**src/rtl/xlate_pkg.sv**
```systemverilog
package xlate_pkg;
    localparam int LA_W  = 16;
    localparam int GA_W  = 23;
    localparam int PG_W  = 8;
    localparam int GP_W  = 7;
    localparam int N_PG  = 4;
    localparam int SEL_W = $clog2(N_PG);

    typedef enum logic [2:0] {
        RES_REG   = 3'd0,
        RES_EE    = 3'd1,
        RES_RAM   = 3'd2,
        RES_FLASH = 3'd3,
        RES_EXT   = 3'd4
    } res_e;

    typedef enum logic [1:0] {
        PG_RAM = 2'd0,
        PG_EE  = 2'd1,
        PG_FL  = 2'd2,
        PG_GLB = 2'd3
    } pgsel_e;

    typedef enum logic [1:0] {
        MID_FLASH = 2'd0,
        MID_RAM   = 2'd1,
        MID_EXT   = 2'd2,
        MID_ALT   = 2'd3
    } mid_e;

    typedef struct packed {
        logic [GA_W-1:0] addr;
        res_e            res;
    } xlate_t;

    localparam logic [GA_W-1:0] AREA_RAM_LO = 23'h000800;
    localparam logic [GA_W-1:0] AREA_EE_LO  = 23'h100000;
    localparam logic [GA_W-1:0] AREA_EXT_LO = 23'h140000;
    localparam logic [GA_W-1:0] AREA_FL_LO  = 23'h400000;

    function automatic logic [PG_W-1:0] reset_page(input int idx);
        case (idx)
            0:       return 8'hFD;
            1:       return 8'hFE;
            2:       return 8'hFE;
            default: return 8'h7F;
        endcase
    endfunction

    function automatic logic [PG_W-1:0] store_mask(input int idx);
        return (idx == int'(PG_GLB)) ? {1'b0, {GP_W{1'b1}}} : {PG_W{1'b1}};
    endfunction

    function automatic res_e area_of(input logic [GA_W-1:0] ga);
        if (ga < AREA_RAM_LO)      return RES_REG;
        else if (ga < AREA_EE_LO)  return RES_RAM;
        else if (ga < AREA_EXT_LO) return RES_EE;
        else if (ga < AREA_FL_LO)  return RES_EXT;
        else                       return RES_FLASH;
    endfunction
endpackage

```
**src/rtl/xlate_page_regs.sv**
```systemverilog
module xlate_page_regs
    import xlate_pkg::*;
(
    input  logic             clk,
    input  logic             rst,
    input  logic             we,
    input  logic [SEL_W-1:0] sel,
    input  logic [PG_W-1:0]  wdata,
    output logic [PG_W-1:0]  ram_pg,
    output logic [PG_W-1:0]  ee_pg,
    output logic [PG_W-1:0]  fl_pg,
    output logic [GP_W-1:0]  glb_pg,
    output logic [PG_W-1:0]  rdata
);
    logic [PG_W-1:0] pg_q [N_PG];

    for (genvar i = 0; i < N_PG; i++) begin : g_pg
        always_ff @(posedge clk) begin
            if (rst)
                pg_q[i] <= reset_page(i);
            else if (we && sel == SEL_W'(i))
                pg_q[i] <= wdata & store_mask(i);
        end
    end

    assign ram_pg = pg_q[PG_RAM];
    assign ee_pg  = pg_q[PG_EE];
    assign fl_pg  = pg_q[PG_FL];
    assign glb_pg = pg_q[PG_GLB][GP_W-1:0];
    assign rdata  = pg_q[sel];
endmodule

```
**src/rtl/xlate_local_dec.sv**
```systemverilog
module xlate_local_dec
    import xlate_pkg::*;
(
    input  logic [LA_W-1:0] la,
    input  mid_e            mode,
    input  logic [PG_W-1:0] ram_pg,
    input  logic [PG_W-1:0] ee_pg,
    input  logic [PG_W-1:0] fl_pg,
    output xlate_t          xo
);
    localparam logic [PG_W-1:0] EE_FIX_PG  = 8'hFF;
    localparam logic [PG_W-1:0] FL_TOP_PG  = 8'hFF;
    localparam logic [PG_W-1:0] FL_MID_PG  = 8'hFD;
    localparam logic [4:0]      EE_BASE    = 5'b00100;
    localparam logic [8:0]      EXT_MID    = 9'h051;

    always_comb begin
        xo.addr = {{(GA_W-LA_W){1'b0}}, la};
        xo.res  = RES_REG;
        if (la[15:14] == 2'b11) begin
            xo.addr = {1'b1, FL_TOP_PG, la[13:0]};
            xo.res  = RES_FLASH;
        end else if (la[15:14] == 2'b10) begin
            xo.addr = {1'b1, fl_pg, la[13:0]};
            xo.res  = RES_FLASH;
        end else if (la[15:14] == 2'b01) begin
            case (mode)
                MID_RAM: begin
                    xo.addr = {3'b000, 6'h3F, la[13:0]};
                    xo.res  = RES_RAM;
                end
                MID_EXT: begin
                    xo.addr = {EXT_MID, la[13:0]};
                    xo.res  = RES_EXT;
                end
                default: begin
                    xo.addr = {1'b1, FL_MID_PG, la[13:0]};
                    xo.res  = RES_FLASH;
                end
            endcase
        end else if (la[13]) begin
            xo.addr = {3'b000, 7'h7F, la[12:0]};
            xo.res  = RES_RAM;
        end else if (la[12]) begin
            xo.addr = {3'b000, ram_pg, la[11:0]};
            xo.res  = RES_RAM;
        end else if (la[11:10] == 2'b11) begin
            xo.addr = {EE_BASE, EE_FIX_PG, la[9:0]};
            xo.res  = RES_EE;
        end else if (la[11]) begin
            xo.addr = {EE_BASE, ee_pg, la[9:0]};
            xo.res  = RES_EE;
        end
    end
endmodule

```
**src/rtl/xlate_glob_path.sv**
```systemverilog
module xlate_glob_path
    import xlate_pkg::*;
(
    input  logic [LA_W-1:0] la,
    input  logic [GP_W-1:0] glb_pg,
    output xlate_t          xo
);
    always_comb begin
        xo.addr = {glb_pg, la};
        xo.res  = area_of(xo.addr);
    end
endmodule

```
**src/rtl/paged_addr_xlate.sv**
```systemverilog
module paged_addr_xlate
    import xlate_pkg::*;
(
    input  logic        clk,
    input  logic        rst,
    input  logic [15:0] loc_addr,
    input  logic        glob_acc,
    input  logic [1:0]  win_mode,
    input  logic        pg_we,
    input  logic [1:0]  pg_sel,
    input  logic [7:0]  pg_wdata,
    output logic [7:0]  pg_rdata,
    output logic [22:0] glob_addr,
    output logic [2:0]  res_sel
);
    logic [PG_W-1:0] ram_pg, ee_pg, fl_pg;
    logic [GP_W-1:0] glb_pg;
    xlate_t          loc_x, glb_x, sel_x;

    xlate_page_regs u_regs (
        .clk    (clk),
        .rst    (rst),
        .we     (pg_we),
        .sel    (pg_sel),
        .wdata  (pg_wdata),
        .ram_pg (ram_pg),
        .ee_pg  (ee_pg),
        .fl_pg  (fl_pg),
        .glb_pg (glb_pg),
        .rdata  (pg_rdata)
    );

    xlate_local_dec u_loc (
        .la     (loc_addr),
        .mode   (mid_e'(win_mode)),
        .ram_pg (ram_pg),
        .ee_pg  (ee_pg),
        .fl_pg  (fl_pg),
        .xo     (loc_x)
    );

    xlate_glob_path u_glb (
        .la     (loc_addr),
        .glb_pg (glb_pg),
        .xo     (glb_x)
    );

    assign sel_x     = glob_acc ? glb_x : loc_x;
    assign glob_addr = sel_x.addr;
    assign res_sel   = sel_x.res;
endmodule

```
**config.mk**
```make
export PLATFORM = sky130hd
export DESIGN_NAME = paged_addr_xlate
export DESIGN_NICKNAME = d
export VERILOG_FILES = /design/src/rtl/xlate_pkg.sv /design/src/rtl/xlate_page_regs.sv /design/src/rtl/xlate_local_dec.sv /design/src/rtl/xlate_glob_path.sv /design/src/rtl/paged_addr_xlate.sv
export SDC_FILE = /design/constraint.sdc
export NUM_CORES = 1
export LEC_CHECK = 0
export BUFFER_PORTS_ARGS = -buffer_cell sky130_fd_sc_hd__buf_2
export CAP_MARGIN = 20
export CORE_MARGIN = 2
export CORE_UTILIZATION = 51
export DETAILED_ROUTE_END_ITERATION = 7
export PLACE_DENSITY_LB_ADDON = 0.12
export SETUP_SLACK_MARGIN = 0.05
export SLEW_MARGIN = 10
export SYNTH_ARGS = -nofsm -noshare
export SYNTH_HDL_FRONTEND = slang
export SYNTH_SLANG_ARGS = --single-unit
export TNS_END_PERCENT = 30
```
**constraint.sdc**
```tcl
create_clock -name clk -period 1.3 [get_ports clk]
set_clock_uncertainty 0.05 [all_clocks]
set_input_delay 0.065 -clock clk [delete_from_list [all_inputs] [get_ports clk]]
set_output_delay 0.065 -clock clk [all_outputs]
set_load 0.02 [all_outputs]
```
==> results.txt <==
The die covers 0.004636 mm2. Most used routing layer: met2. The fraction of registers with async set or reset after synthesis is 0, and the area growth from synthesis to final layout is 30.05%. The synthesized-area fraction occupied by adder cells works out to 0.02389. The H-tree was split into 2 levels. The worst hold path stage count was 2; the number of antenna violations at the first check in global routing was 0. Dominant register cell in the synthesized netlist: sky130_fd_sc_hd__edfxtp_1. The top-area cell type share of the netlist area works out to 0.4444. The number of clock buffers added by TritonCTS is 5. The run gives 0 as the total congestion overflow after global routing. The leakage power of the design is 0.001092 uW. After synthesis, the cell types taking the most area are sky130_fd_sc_hd__edfxtp_1 44%, sky130_fd_sc_hd__nand2b_1 7.8%, sky130_fd_sc_hd__mux4_2 6.5%.

The tools report the count of different cell masters after synthesis as 40. For this run, the detailed router's first-pass iteration total came to 4. The number of cells on the critical path works out to 3. The logs give 196 for the synthesized instance count and 0 for the synthesis warning total. After routing the design area is 0.002724 mm2. Top register by number of flip-flops: u_regs.pg_q. Setup total negative slack on the finished layout was measured at -3.756 ns. The run finished, with violations left. Grouping stages by cell kind, the critical path spends the most delay in multiplexers. Measured along the y axis, the die boundary spans 68.09 um. Walking the worst path, the cells encountered are buf_4 > mux4_2 > buf_6. At the worst endpoint, the arrival time is 1.57 ns. The transition time of the tightest slew-check pin was 0.3944 ns.

In the layout the commonest cells are 33 x sky130_fd_sc_hd__buf_2, 31 x sky130_fd_sc_hd__edfxtp_1, 28 x sky130_fd_sc_hd__buf_4, 26 x sky130_fd_sc_hd__nand2b_1. The routing usage on met3 is 0.04276, and the flip-flop count of the largest register, all copies and words added is 31. The overall routing resource usage came out at 0.2544.

Once detailed placement completed, the half-perimeter wirelength came to 4.273 mm. The maximum root-to-sink buffer count came out at 2. Class of the most critical hold timing path: in -> reg. The data required time of the worst path is 1.19 ns, and the number of nets at the end of the flow is 293. Along the worst path, the maximum fanout reaches 3.

STA classifies the critical path endpoint as a primary output. The logs give 0 for the total count of hold-check failures in the final report and 31 for the number of sinks driven by the clock tree. The final reports fail on setup timing.

The fraction of final layout cells with drive strength greater than 1 works out to 0.4086. The number of I/O port buffers is 45. Counting both buffers and inverters, the worst setup path holds a total of 2. Once placement finished, the instance area stood at 0.002524 mm2.

The total area inside the core boundary comes to 0.003971 mm2. The tools report the antenna violation net count after detailed routing as 0. The met2 track utilization from global routing came out at 0.4478. The critical path is of the reg -> out type. The number of placed instances, taps included, is 298.

Fraction of synthesized area in multiplexers: 0.08722. TritonCTS built the clock tree. For the synthesized net count, the log shows 232.

The number of enable flip-flop cells after synthesis is 31, and the via total after detailed routing is 1749. The highest-delay cell along the critical path is sky130_fd_sc_hd__mux4_2. Entering global routing, the biggest net connects 20 pins.

The share of the clock period used by the worst path was 1.293. The library cell used most frequently in the layout, excluding fill and tap cells, is sky130_fd_sc_hd__buf_2. 66 I/O pins were placed. The longest individual stage delay on the worst path was 0.49 ns.

In the final layout, the registers with the most flip-flops are u_regs.pg_q (31). After synthesis the cells add up to 0.002095 mm2. The area fraction in and, or, nand and nor cells after synthesis came out at 0.2258. The max-cap violation count is 0, and the count of hold buffers inserted by post-cts repair is 0. The setup slack of the critical path after layout came out at -0.3812 ns. The final-report max-slew violation count was 0. The type of origin of the critical path is a flip-flop. The worst slew slack as a fraction of its limit was 0.7362; the filler cell count was 323. The tools report the sequential element share of the synthesized area as 0.4444. The number of global-route vias before repair came out at 1740. Dominant cell type by area after synthesis: sky130_fd_sc_hd__edfxtp_1. Across the VDD grid, the largest voltage drop is 0.6607 mV. The tree is rooted in a sky130_fd_sc_hd__clkbuf_8. Based on the critical path, the design can be clocked at up to 594.8 MHz. Largest family of logic cells by synthesized area: simple AND/OR/NAND/NOR gates. Total setup violations reported at the end of the flow: 21. After the flow finishes, the layout carries non-filler instances totaling 307. The routed design has 5.489 mm of wire. The initialized floorplan defines 23 standard-cell rows. In the routed design, unresolved DRC markers number 0.

The compound-gate portion of the synthesized area works out to 0.1374. The initial core utilization is 0.5274, and the ratio of routed vias to standard cells is 5.697. Share of the synthesized netlist area taken by xor and xnor gates: 0. After the first detailed-routing iteration, the DRC count stood at 108. In this run the power density over the cells is 963.5 mW/mm2.

At the end of routability-driven placement, the weighted congestion stood at 0.9087. The run gives 8.445 mm as the wire length of the first global-routing pass. In this run, synthesis produced a sequential element count of 31. Clock-pin slew was measured on the worst setup and hold paths at 0.06 ns. The fraction of met1 tracks used by global routing was 0.3045; the final critical-path required period was 1.681 ns.

Dividing the detail-routed wire length by the instance count gives 17.88 um. Pre-CTS worst setup slack: -0.08172 ns. The floorplan step set the die width to 68.09 um.

The number of antenna diodes in the final layout is 0. Setup repair after global routing could not meet its margin everywhere. The synthesized area divided by synthesized cell count is 10.69 um2.
==> cells by family (layout without fill, tap and decap cells) <==
family	Yosys count	count (layout)
and+or+nand+nor	75	75
AOI/OAI and AO/OA	46	46
DFF	31	31
buffers and inverters	31	92
muxes	9	9
adders and majority gates	4	4
==> final cells by class <==
class | count | area [um2] | area share
Sequential cell | 31 | 930.9 | 0.3418
Clock inverter | 2 | 8.758 | 0.003215
Clock buffer | 5 | 68.82 | 0.02526
Inverter | 11 | 41.29 | 0.01516
Tap cell | 50 | 62.56 | 0.02297
Multi-Input combinational cell | 134 | 1046 | 0.3840
Timing Repair Buffer | 74 | 565.5 | 0.2076
==> timing repair <==
item,CTS,global route
setup buffers,1,1
pin swaps,5,4
endpoints found under the setup margin,23,23
resized for setup,30,13
==> metrics by stage <==
step	total power, uW	utilization	hold WS [ns]
final	2624	0.6859	0.01590
after global routing	2739	0.6859	0.01229
after CTS	2608	0.6727	0.01060
after detailed placement	1881	0.6355	0.08027
after global placement	1866	0.6355	0.08027
after floorplan	1634	-	0.1906
==> metal layers <==
layer | routed length, um | share of wire
met5 | 0 | 0
met4 | 144 | 0.026
met3 | 363 | 0.066
met2 | 2738 | 0.50
met1 | 2241 | 0.41
==> report_power, final <==
group / internal (uW) / switching, uW / leakage [uW]
clock network: 355 / 325 / 0.0000414
logic: 334 / 368 / 0.000745
registers: 1180 / 61.7 / 0.000305
total: 1870 / 755 / 0.00109
==> cell usage after synthesis (all sizes together) (2+ instances only) <==
| cell | n |
|---|---|
| nor3 | 7 |
| or2 | 7 |
| inv | 11 |
| o21ai | 14 |
| edfxtp | 31 |
| nor4 | 4 |
| and2 | 3 |
| nor2 | 9 |
| o32ai | 2 |
| o31ai | 3 |
| buf | 19 |
| nand3 | 2 |
| ha | 4 |
| a31o | 2 |
| nand2b | 27 |
| a2bb2oi | 2 |
| a21oi | 11 |
| mux4 | 7 |
| nand2 | 10 |
| o21bai | 2 |
| nor2b | 2 |
| a21o | 4 |
| a31oi | 3 |
==> final timing paths <==
| path | end | slack [ns] | from |
|---|---|---|---|
| worst min-delay path | u_regs.pg_q[0][7]$_SDFFCE_PN1P_ | 0.02 | pg_wdata[7] |
| worst max-delay path | pg_rdata[5] | -0.38 | u_regs.pg_q[3][5]$_SDFFCE_PN1P_ |
Note: power is estimated with default switching activity, not from simulation.
